--- config.mk ---
export PLATFORM = sky130hd
export DESIGN_NAME = lmx_eject_merge
export DESIGN_NICKNAME = d
export VERILOG_FILES = /design/src/rtl/lmx_pkg.sv /design/src/rtl/lmx_flit_fifo.sv /design/src/rtl/lmx_rr_pick.sv /design/src/rtl/lmx_eject_merge.sv
export SDC_FILE = /design/constraint.sdc
export NUM_CORES = 1
export LEC_CHECK = 0
export ABC_AREA = 0
export BUFFER_PORTS_ARGS = -buffer_cell sky130_fd_sc_hd__buf_2
export CAP_MARGIN = 20
export CORE_MARGIN = 2
export CORE_UTILIZATION = 40
export DETAILED_ROUTE_END_ITERATION = 7
export MAX_ROUTING_LAYER = met4
export SYNTH_ARGS = -nofsm -noshare
export SYNTH_HDL_FRONTEND = slang
export SYNTH_SLANG_ARGS = --single-unit
--- constraint.sdc ---
create_clock -name clk -period 4.3 [get_ports clk]
set_clock_uncertainty 0.05 [all_clocks]
set_input_delay 1.075 -clock clk [delete_from_list [all_inputs] [get_ports clk]]
set_output_delay 1.075 -clock clk [all_outputs]
set_load 0.05 [all_outputs]
--- src/rtl/lmx_pkg.sv ---
package lmx_pkg;

  localparam int MAX_LAYERS = 16;

  typedef enum logic [1:0] {
    ARB_FREE = 2'd0,
    ARB_HOLD = 2'd1,
    ARB_LOCK = 2'd2
  } arb_state_e;

  // Next index of a circular counter of size lim.
  function automatic int wrap_inc(input int p, input int lim);
    return (p + 1 >= lim) ? 0 : p + 1;
  endfunction

  // First set bit of req above 'last', wrapping; -1 when req is empty.
  function automatic int rr_pick(input logic [MAX_LAYERS-1:0] req,
                                 input int last, input int n);
    int r;
    int idx;
    r   = -1;
    idx = last;
    for (int off = 0; off < MAX_LAYERS; off++) begin
      if (off < n) begin
        idx = wrap_inc(idx, n);
        if (r < 0 && req[idx]) r = idx;
      end
    end
    return r;
  endfunction

endpackage

--- src/rtl/lmx_flit_fifo.sv ---
module lmx_flit_fifo #(
  parameter int DEPTH = 5,
  parameter int W     = 20
) (
  input  logic         clk,
  input  logic         rst_n,
  input  logic         push,
  input  logic [W-1:0] din,
  input  logic         pop,
  output logic [W-1:0] dout,
  output logic         empty,
  output logic         full
);
  import lmx_pkg::*;

  localparam int AW = (DEPTH > 1) ? $clog2(DEPTH) : 1;
  localparam int CW = $clog2(DEPTH + 1);

  logic [W-1:0]  mem [DEPTH];
  logic [AW-1:0] wr_ptr, rd_ptr;
  logic [CW-1:0] cnt;

  assign empty = (cnt == '0);
  assign full  = (cnt == CW'(DEPTH));
  assign dout  = mem[rd_ptr];

  always_ff @(posedge clk) begin
    if (push) mem[wr_ptr] <= din;
  end

  always_ff @(posedge clk or negedge rst_n) begin
    if (!rst_n) begin
      wr_ptr <= '0;
      rd_ptr <= '0;
      cnt    <= '0;
    end else begin
      if (push) wr_ptr <= AW'(wrap_inc(int'(wr_ptr), DEPTH));
      if (pop)  rd_ptr <= AW'(wrap_inc(int'(rd_ptr), DEPTH));
      case ({push, pop})
        2'b10:   cnt <= cnt + 1'b1;
        2'b01:   cnt <= cnt - 1'b1;
        default: cnt <= cnt;
      endcase
    end
  end

  // Upstream honours credits: a full buffer is never written.
  p_no_overflow_r2: assert property (@(posedge clk) disable iff (!rst_n)
    push |-> !full);

  // Only a buffered flit can be forwarded.
  p_no_underflow_r6: assert property (@(posedge clk) disable iff (!rst_n)
    pop |-> !empty);

endmodule

--- src/rtl/lmx_rr_pick.sv ---
module lmx_rr_pick #(
  parameter int NL   = 4,
  parameter int VC_W = 2,
  parameter int IW   = 2
) (
  input  logic            clk,
  input  logic            rst_n,
  input  logic [NL-1:0]   req,
  input  logic            out_ready,
  input  logic            front_head,
  input  logic            front_tail,
  input  logic [VC_W-1:0] front_vc,
  output logic [IW-1:0]   sel,
  output logic            sel_valid,
  output logic            fire
);
  import lmx_pkg::*;

  arb_state_e             st;
  logic [IW-1:0]          cur_idx;
  logic [IW-1:0]          last_idx;
  logic [VC_W-1:0]        cur_vc;
  logic [MAX_LAYERS-1:0]  req_wide;
  int                     pick_i;

  assign req_wide = MAX_LAYERS'(req);

  always_comb begin
    pick_i = rr_pick(req_wide, int'(last_idx), NL);
    if (st == ARB_FREE) begin
      sel       = IW'(pick_i);
      sel_valid = |req;
    end else begin
      sel       = cur_idx;
      sel_valid = req[cur_idx];
    end
  end

  assign fire = sel_valid && out_ready;

  always_ff @(posedge clk or negedge rst_n) begin
    if (!rst_n) begin
      st       <= ARB_FREE;
      cur_idx  <= '0;
      last_idx <= IW'(NL - 1);
      cur_vc   <= '0;
    end else begin
      case (st)
        ARB_FREE, ARB_HOLD: begin
          if (fire) begin
            last_idx <= sel;
            cur_idx  <= sel;
            cur_vc   <= front_vc;
            st       <= front_tail ? ARB_FREE : ARB_LOCK;
          end else if (sel_valid) begin
            cur_idx <= sel;
            st      <= ARB_HOLD;
          end
        end
        ARB_LOCK: begin
          if (fire && front_tail) st <= ARB_FREE;
        end
        default: st <= ARB_FREE;
      endcase
    end
  end

  // A stalled offer keeps its layer until taken.
  p_hold_sel_r7: assert property (@(posedge clk) disable iff (!rst_n)
    (sel_valid && !out_ready) |=> (sel_valid && sel == $past(sel)));

  // Body flits of a locked packet keep the head flit's channel tag.
  p_lock_vc_r5: assert property (@(posedge clk) disable iff (!rst_n)
    (st == ARB_LOCK && fire) |-> (front_vc == cur_vc));

  // A flit taken with no packet in progress opens a packet.
  p_free_head_r8: assert property (@(posedge clk) disable iff (!rst_n)
    (st != ARB_LOCK && fire) |-> front_head);

endmodule

--- src/rtl/lmx_eject_merge.sv ---
module lmx_eject_merge #(
  parameter int NL     = 4,
  parameter int DEPTH  = 5,
  parameter int VC_W   = 2,
  parameter int DATA_W = 16,
  parameter int IW     = (NL > 1) ? $clog2(NL) : 1
) (
  input  logic                 clk,
  input  logic                 rst_n,
  input  logic [NL-1:0]        lyr_valid,
  input  logic [NL-1:0]        lyr_head,
  input  logic [NL-1:0]        lyr_tail,
  input  logic [NL*VC_W-1:0]   lyr_vc,
  input  logic [NL*DATA_W-1:0] lyr_data,
  output logic [NL-1:0]        lyr_credit,
  output logic                 out_valid,
  input  logic                 out_ready,
  output logic                 out_head,
  output logic                 out_tail,
  output logic [VC_W-1:0]      out_vc,
  output logic [DATA_W-1:0]    out_data,
  output logic [IW-1:0]        out_layer
);

  localparam int FW = 2 + VC_W + DATA_W;

  logic [FW-1:0] front [NL];
  logic [NL-1:0] empty_v;
  logic [NL-1:0] full_v;
  logic [NL-1:0] pop_v;
  logic [NL-1:0] req;
  logic [IW-1:0] sel;
  logic          sel_valid;
  logic          fire;
  logic [FW-1:0] sel_flit;

  assign req = ~empty_v;

  for (genvar i = 0; i < NL; i++) begin : g_layer
    logic [FW-1:0] din;
    assign din      = {lyr_head[i], lyr_tail[i],
                       lyr_vc[i*VC_W +: VC_W], lyr_data[i*DATA_W +: DATA_W]};
    assign pop_v[i] = fire && (sel == IW'(i));

    lmx_flit_fifo #(.DEPTH(DEPTH), .W(FW)) u_buf (
      .clk   (clk),
      .rst_n (rst_n),
      .push  (lyr_valid[i]),
      .din   (din),
      .pop   (pop_v[i]),
      .dout  (front[i]),
      .empty (empty_v[i]),
      .full  (full_v[i])
    );
  end

  assign sel_flit = front[sel];

  lmx_rr_pick #(.NL(NL), .VC_W(VC_W), .IW(IW)) u_arb (
    .clk        (clk),
    .rst_n      (rst_n),
    .req        (req),
    .out_ready  (out_ready),
    .front_head (sel_flit[FW-1]),
    .front_tail (sel_flit[FW-2]),
    .front_vc   (sel_flit[DATA_W +: VC_W]),
    .sel        (sel),
    .sel_valid  (sel_valid),
    .fire       (fire)
  );

  assign out_valid  = sel_valid;
  assign out_head   = sel_flit[FW-1];
  assign out_tail   = sel_flit[FW-2];
  assign out_vc     = sel_flit[DATA_W +: VC_W];
  assign out_data   = sel_flit[DATA_W-1:0];
  assign out_layer  = sel;
  assign lyr_credit = pop_v;

  // One credit per accepted flit, none otherwise.
  p_credit_count_r3: assert property (@(posedge clk) disable iff (!rst_n)
    $countones(lyr_credit) == ((out_valid && out_ready) ? 1 : 0));

  // The credit goes to the layer reported on the output.
  p_credit_layer_r3: assert property (@(posedge clk) disable iff (!rst_n)
    (out_valid && out_ready) |-> lyr_credit[out_layer]);

  // A stalled flit stays on the port unchanged.
  p_out_stable_r7: assert property (@(posedge clk) disable iff (!rst_n)
    (out_valid && !out_ready) |=> (out_valid && $stable(out_data) &&
                                   $stable(out_vc) && $stable(out_layer)));

  // An accepted body or tail flit comes from the layer of the flit before it.
  p_lock_layer_r5: assert property (@(posedge clk) disable iff (!rst_n)
    (out_valid && out_ready && !out_head) |-> (out_layer == u_arb.cur_idx));

endmodule

# Yosys cells after proc, flatten, opt, wreduce, memory -nomap -nowiden
# Memories as Yosys holds them, arrays and structs flattened.
# Cells that the tools add are included.
# op_classes
add_sub_neg	20
n_lt_le_gt_ge	21
eq_ne	15
muxes	54
bitwise	2
reduce_logical	25
# op_table
cell	count
$mux W32	7
$lt A32 B6 Y1 const B	4
$add A32 B2 Y32 const B	3
$ge A32 B4 Y1 const B	3
$lt A32 B1 Y1 const B	3
$bmux W20 S2	1
$mux W20	2
$add A3 B1 Y4 const B	8
$ge A4 B3 Y1 const B	8
$mux W3	8
$pmux W3 S2	4
$mux W1	18
$bmux W1 S4	4
$mux W2	8
$eq A2 B2 Y1 const B	7
$add A3 B1 Y3 const B	4
$eq A2 B1 Y1 const B	6
$logic_not A3 Y1	4
$sub A3 B1 Y3 const B	4
$reduce_bool A2 Y1	5
$logic_and A1 B1 Y1	9
$ge A3 B3 Y1 const B	2
$reduce_and A2 Y1	3
$logic_not A2 Y1	2
other kinds (10)	10
# totals
ff_bits	42
mem_bits_rw	400
in_bits	87
out_inout_bits	27
wordCells	156
n_memories	4
# memory_table
memory	words	word_bits	read_ports	rd_clocked_by_memory_dff	write_ports	line_no	text
g_layer[0].u_buf.mem	5	20	1	0	1	lmx_flit_fifo.sv:19	logic [W-1:0] mem [DEPTH];
g_layer[1].u_buf.mem	5	20	1	0	1	lmx_flit_fifo.sv:19	
g_layer[2].u_buf.mem	5	20	1	0	1	lmx_flit_fifo.sv:19	
g_layer[3].u_buf.mem	5	20	1	0	1	lmx_flit_fifo.sv:19	

# Depth between registers and ports, before layout
# depth
depth_word	25
mapped_depth	19
depth_no_buf	17

# By module
# Synthesis repeated with hierarchy kept, for this count alone.
# unflattened
hier_cells	1203
area_unflattened_um2	19975.4
# by_module_without_submodules
mod	n_inst	cells_each	area_each_um2	seq_area_each_um2
lmx_flit_fifo at g_layer[0].u_buf ...	2	271	4660.7	3228.1
lmx_flit_fifo at g_layer[2].u_buf	1	273	4698.3	3228.1
lmx_flit_fifo at g_layer[1].u_buf	1	271	4650.7	3228.1
lmx_rr_pick	1	83	739.5	152.6
lmx_eject_merge	1	34	565.5	0.0

# Worst setup path before layout
# OpenSTA, ideal clock, no wires.
# synth_timing
path_kind	register -> output
startpoint	reg u_arb.last_idx[0]
endpoint	out out_data[10]
arrival_time_ns	3.577
required_time_ns	3.175
setup_slack_ns	-0.402
path_stages_with_launch	14
n_path_buf	2
path_cell_list	dfstp_2 -> inv_1 -> ha_1 -> nor4_2 -> o311ai_1 -> o21a_1 -> or4b_4 -> o31a_1 -> and2_1 -> buf_6 -> inv_2 -> buf_4 -> mux2i_1 -> mux2_2
# synth_via
elab_chain_len	22
elab_cells_between_ends	39
cone_classes	add/sub (4); order compare (7); mux (24); bitwise (1); reduce/logical (3)
# synth_rtl
element	line_no	text
start, declared	lmx_rr_pick.sv:21	logic [IW-1:0] last_idx;
start signal, assigned	lmx_rr_pick.sv:45	last_idx <= IW'(NL - 1);
start signal, assigned	lmx_rr_pick.sv:51	last_idx <= sel;
$add A2 B1 Y3 (*)	lmx_pkg.sv:13	return (p + 1 >= lim) ? 0 : p + 1;
$ge A3 B3 Y1	lmx_pkg.sv:13	
$mux W32 (*)	lmx_pkg.sv:13	
$add A32 B2 Y32	lmx_pkg.sv:13	
$ge A32 B4 Y1	lmx_pkg.sv:13	
$mux W32	lmx_pkg.sv:13	
$add A32 B2 Y32 / $bmux W1 S4 (equally long branches)	lmx_pkg.sv:13, lmx_pkg.sv:26	
$ge A32 B4 Y1 / $mux W1 (equally long branches)	lmx_pkg.sv:13, lmx_pkg.sv:26	
[... 6 more ...]	--	
$mux W1 (implied by the code) / $lt A32 B1 Y1 (equally long branches)	lmx_pkg.sv:26	if (r < 0 && req[idx]) r = idx;
$logic_and A1 B1 Y1	lmx_pkg.sv:26	
$mux W2 (*)	lmx_pkg.sv:26	
$mux W2 (*)	lmx_rr_pick.sv:30	if (st == ARB_FREE) begin
via out_layer[1]	lmx_eject_merge.sv:22	output logic [IW-1:0] out_layer
$not A2 Y3 (implied by the code) (*)	lmx_eject_merge.sv:57	assign sel_flit = front[sel];
$bmux W20 S2 (*)	lmx_eject_merge.sv:57	
$mux W20 (implied by the code) (*) (2 in series)	lmx_eject_merge.sv:57	
end, declared	lmx_eject_merge.sv:21	output logic [DATA_W-1:0] out_data,
# The timed path passes the listed nets; every way through them passes the cells marked *. The select of a mux whose other input is x is not followed.

# Worst setup path after layout
# layout_timing
startpoint	reg u_arb.last_idx[0]
endpoint	out out_data[13]
# layout_via
elab_chain_len	22
elab_cells_between_ends	39
cone_classes	add/sub (4); order compare (7); mux (24); bitwise (1); reduce/logical (3)
# layout_rtl
element	line_no
$add A2 B1 Y3 (*)	lmx_pkg.sv:13
$ge A3 B3 Y1	lmx_pkg.sv:13
$mux W32 (*)	lmx_pkg.sv:13
$add A32 B2 Y32	lmx_pkg.sv:13
$ge A32 B4 Y1	lmx_pkg.sv:13
$mux W32	lmx_pkg.sv:13
$add A32 B2 Y32 / $bmux W1 S4 (equally long branches)	lmx_pkg.sv:13, lmx_pkg.sv:26
$ge A32 B4 Y1 / $mux W1 (equally long branches)	lmx_pkg.sv:13, lmx_pkg.sv:26
[... 5 more ...]	--
$mux W1 (implied by the code) / $mux W32 (equally long branches)	lmx_pkg.sv:26
$mux W1 (implied by the code) / $lt A32 B1 Y1 (equally long branches)	lmx_pkg.sv:26
$logic_and A1 B1 Y1	lmx_pkg.sv:26
$mux W2 (*)	lmx_pkg.sv:26
$mux W2 (*)	lmx_rr_pick.sv:30
$not A2 Y3 (implied by the code) (*)	lmx_eject_merge.sv:57
$bmux W20 S2 (*)	lmx_eject_merge.sv:57
$mux W20 (implied by the code) (*) (2 in series)	lmx_eject_merge.sv:57
# Every way passes the cells marked *; elsewhere a longest branch is shown, timed or not. The select of a mux whose other input is x is not followed.

==> metrics.log <==
INFO  metric simple_gate_share_of_the_synthesized_area = 3.40%
INFO  metric synth.net_count = 1103
INFO  metric critPathMostFrequentCell = sky130_fd_sc_hd__buf_4
INFO  metric drive_above_1_share = between 30 and 40%
INFO  metric grt_start_max_net_pins = 43
INFO  metric global_route.overflow_total = 0
INFO  metric synth_xor_xnor_area_share = less than 1%
INFO  metric gpl.final_weighted_congestion = 0.828
INFO  metric layout_commonest_cell = sky130_fd_sc_hd__edfxtp_1
INFO  metric grt_pass1_wl = between 60 and 70 mm
INFO  metric placementRows = 78
INFO  metric critical-path-slowest-cell = sky130_fd_sc_hd__dfstp_2
INFO  metric filler_cells_inserted = 3771
INFO  metric async_flop_share = a little under a tenth
INFO  metric period_share = 117%
INFO  metric synth-main-ff-cell = sky130_fd_sc_hd__edfxtp_1
INFO  metric layout_common_cells = sky130_fd_sc_hd__edfxtp_1 (400), sky130_fd_sc_hd__mux2i_1 (121), sky130_fd_sc_hd__buf_4 (92), sky130_fd_sc_hd__buf_2 (87), sky130_fd_sc_hd__mux4_2 (81)
INFO  metric ioPinCount = around 110
INFO  metric clk-insertion-delay-late = about 0.57 ns
INFO  metric hp-class = input pin to asynchronous set/reset pin
INFO  metric timing.critical_path.required = roughly 3.2 ns
INFO  metric cts-htree-levels = 2
INFO  metric cts_tree = done
INFO  metric synth_adder_area_share = under 10%
INFO  metric syn_avg_cell_area = roughly 19 um^2
INFO  metric cts-buffers-inserted = between 40 and 50
INFO  metric final_util = between 40 and 50%
INFO  metric wirelength = between 40 and 50 mm
INFO  metric setup_violations = 28
INFO  metric slowest_delay = 0.54 ns
INFO  metric dieWidth = roughly 220 um
INFO  metric via_per_inst = just over 5
INFO  metric synth_seq_area_share = between 70% and 80%
INFO  metric status = complete, but fails checks
INFO  metric dp_hpwl = around 28 mm
INFO  metric first_global_vias = 9799
INFO  metric die-area = around 48000 um^2
INFO  metric finalHoldViolations = 0
INFO  metric path_clk_slew = 0.06 ns
INFO  metric synth_area = 18500 um^2
INFO  metric cts_root_buf = sky130_fd_sc_hd__clkbuf_16
INFO  metric antenna_found_initial = 6
INFO  metric worst_r2r_path_depth = 20
INFO  metric synth.area.mux_share = between 10% and 20%
INFO  metric achievable-frequency = ~200 MHz
INFO  metric critical_path_s_top_delay_family = simple AND/OR/NAND/NOR gates
INFO  metric area_growth = 22.6%
INFO  metric synthCells = 986
INFO  metric drt_pre_antenna_iters = 4
INFO  metric wire_length_per_cell_after_detailed_routing = approximately 23 um
INFO  metric period_minus_slack = between 5 and 6 ns
INFO  metric drv.max_cap_violation_count = 0
INFO  metric tightest_slew = between 0.7 and 0.8 ns
INFO  metric worst-endpoint-arrival = about 3.9 ns
INFO  metric slew-limit-headroom = between 50% and 60%
INFO  metric drtIter0Drc = approximately 830
INFO  metric worst_slack = -0.730 ns
INFO  metric worstPathCellList = buf_4, ha_1, buf_4, nand2b_1, nor3_1, o21a_1, or4b_4, o31a_1, and2_4, inv_4, mux2i_2, mux2_4, buf_4
INFO  metric route.detailed.drc = 0
INFO  metric initial_utilization = 40.6%
INFO  metric path_max_fanout = 9
INFO  metric r2r_slack = -0.02 ns
INFO  metric ys_warn_count = 0
INFO  metric coreArea = around 45000 um^2
INFO  metric worst_r2r_startpoint = u_arb.last_idx[0]$_DFFE_PN1P_
INFO  metric buffer_ports.inserted = 113
INFO  metric grtUsageTotal = 18.4%
INFO  metric drtAntennaViolNets = 0
INFO  metric violations = setup timing
INFO  metric dr_total_vias = 9571
INFO  metric rsz0062_at_grt = yes
INFO  metric finalNetCount = between 1k and 1.5k
INFO  metric synth.lib_cells_used.distinct = 66
INFO  metric cts-root-to-sink-buffers = 3
INFO  metric timing_max_transition_violations_final = 0
INFO  metric cts_hold_buf = 0
INFO  metric die_height = about 220 um
INFO  metric element_type_at_the_critical_path_end = output port
INFO  metric synth-compound-area-share = 2.11%
INFO  metric multi_input_area = between 5000 and 6000 um^2
INFO  metric largest_family_of_logic_cells_by_synthesized_area = multiplexers
INFO  metric register_area = roughly 13000 um^2
INFO  metric clkSinkCount = ~440
INFO  metric cp_startpoint_kind = flip-flop
INFO  metric criticalPathCategory = flip-flop to output port
INFO  metric crit_buf_inv = 4
INFO  metric post_synth_edffs = 400
INFO  metric synth-seq-cells = between 400 and 500
INFO  metric timing.rr.end = g_layer[1].u_buf.cnt[2]$_DFFE_PN0P_
-- per-layer routing --
layer,share of wire [%],GRT usage (%)
met1,44,24.9
met3,5.1,3.60
met5,0,-
met2,49,28.9
met4,2.1,4.84
-- logic make-up (layout without fill, tap and decap cells) --
logic type | after synthesis | in the layout
compound gates | 57 | 57
buf+inv | 90 | 344
xor+xnor | 13 | 13
mux | 242 | 242
simple gates | 112 | 112
other cells | 0 | 5
fa+ha+maj | 30 | 30
flops | 442 | 442
-- synthesized netlist by cell type, drive strengths merged, types with 2 or more instances --
cell | number | area (um^2)
edfxtp | 400 | 12000
mux2i | 129 | 1290
mux4 | 81 | 1820
inv | 43 | 161
dfrtp | 40 | 1000
mux2 | 32 | 372
ha | 26 | 325
nand2 | 25 | 93.8
nor2 | 24 | 90.1
buf | 23 | 123
clkbuf | 23 | 86.3
nor3 | 18 | 105
a21oi | 14 | 73.8
xor2 | 9 | 78.8
o21ai | 7 | 35.0
o22ai | 7 | 50.1
a31oi | 6 | 37.5
nor3b | 6 | 45.0
nor4 | 6 | 43.8
or3 | 6 | 42.5
and2 | 4 | 25.0
fa | 4 | 80.1
nand2b | 4 | 25.0
xnor2 | 4 | 35.0
a21o | 3 | 22.5
and4 | 3 | 26.3
nand3 | 3 | 15.0
nor4b | 3 | 41.3
o21bai | 3 | 22.5
a211oi | 2 | 15.0
and3 | 2 | 12.5
dfstp | 2 | 52.6
nand3b | 2 | 15.0
nor2b | 2 | 12.5
o311ai | 2 | 17.5
-- worst max-delay path by stage --
stage                                  start           end  slack, ns  cells past startpoint
4_1_cts        u_arb.last_idx[0]$_DFFE_PN1P_  out_data[11]      -0.78                     13
5_1_grt        u_arb.last_idx[0]$_DFFE_PN1P_  out_data[11]      -0.85                     13
6_report       u_arb.last_idx[0]$_DFFE_PN1P_  out_data[13]      -0.73                     13
2_1_floorplan  u_arb.last_idx[0]$_DFFE_PN1P_  out_data[10]      0.007                     13
3_5_place_dp   u_arb.last_idx[1]$_DFFE_PN1P_  out_data[14]      -0.50                     13
3_3_place_gp   u_arb.last_idx[1]$_DFFE_PN1P_  out_data[14]      -0.50                     12
-- state kept, by name (all words and copies together), names as in the netlist --
signal / count
g_layer.u_buf.mem: 400
g_layer.u_buf.cnt: 12
g_layer.u_buf.rd_ptr: 12
g_layer.u_buf.wr_ptr: 12
u_arb.cur_idx: 2
u_arb.last_idx: 2
u_arb.st: 2
-- cell type report --
cell class	instances	share of cell area (%)
flip-flops and latches	442	57.7
repair buffers	211	7.25
clock buffers	57	5.55
well taps	600	3.32
multi-input cells	454	23.6
inverters	44	0.752
clock inverters	32	1.74
diodes	5	0.0553
-- through the flow --
step / TNS, ns / hold WS, ns / cells / setup slack (ns) / area (um^2)
final: -16.41 / 0.303 / 1845 / -0.730 / 22600
after global routing: -20.49 / 0.295 / 1845 / -0.846 / 22600
after CTS: -18.08 / 0.450 / 1836 / -0.780 / 22500
after detailed placement: -6.74 / 0.433 / 1747 / -0.500 / 20700
after global placement: -5.21 / 0.433 / 1747 / -0.497 / 20700
after floorplan: 0 / 0.433 / 986 / 0.00736 / 18600
-- repair_timing --
item,in CTS,in global routing
endpoints found under the setup margin,30,32
pin swaps,5,7
gates resized for setup,52,22
cloned,0,1
setup buffers,2,2
Power is left out: the tool's default activity adds up to more than one toggle a clock period on the data nets, which glitch-free logic cannot reach.
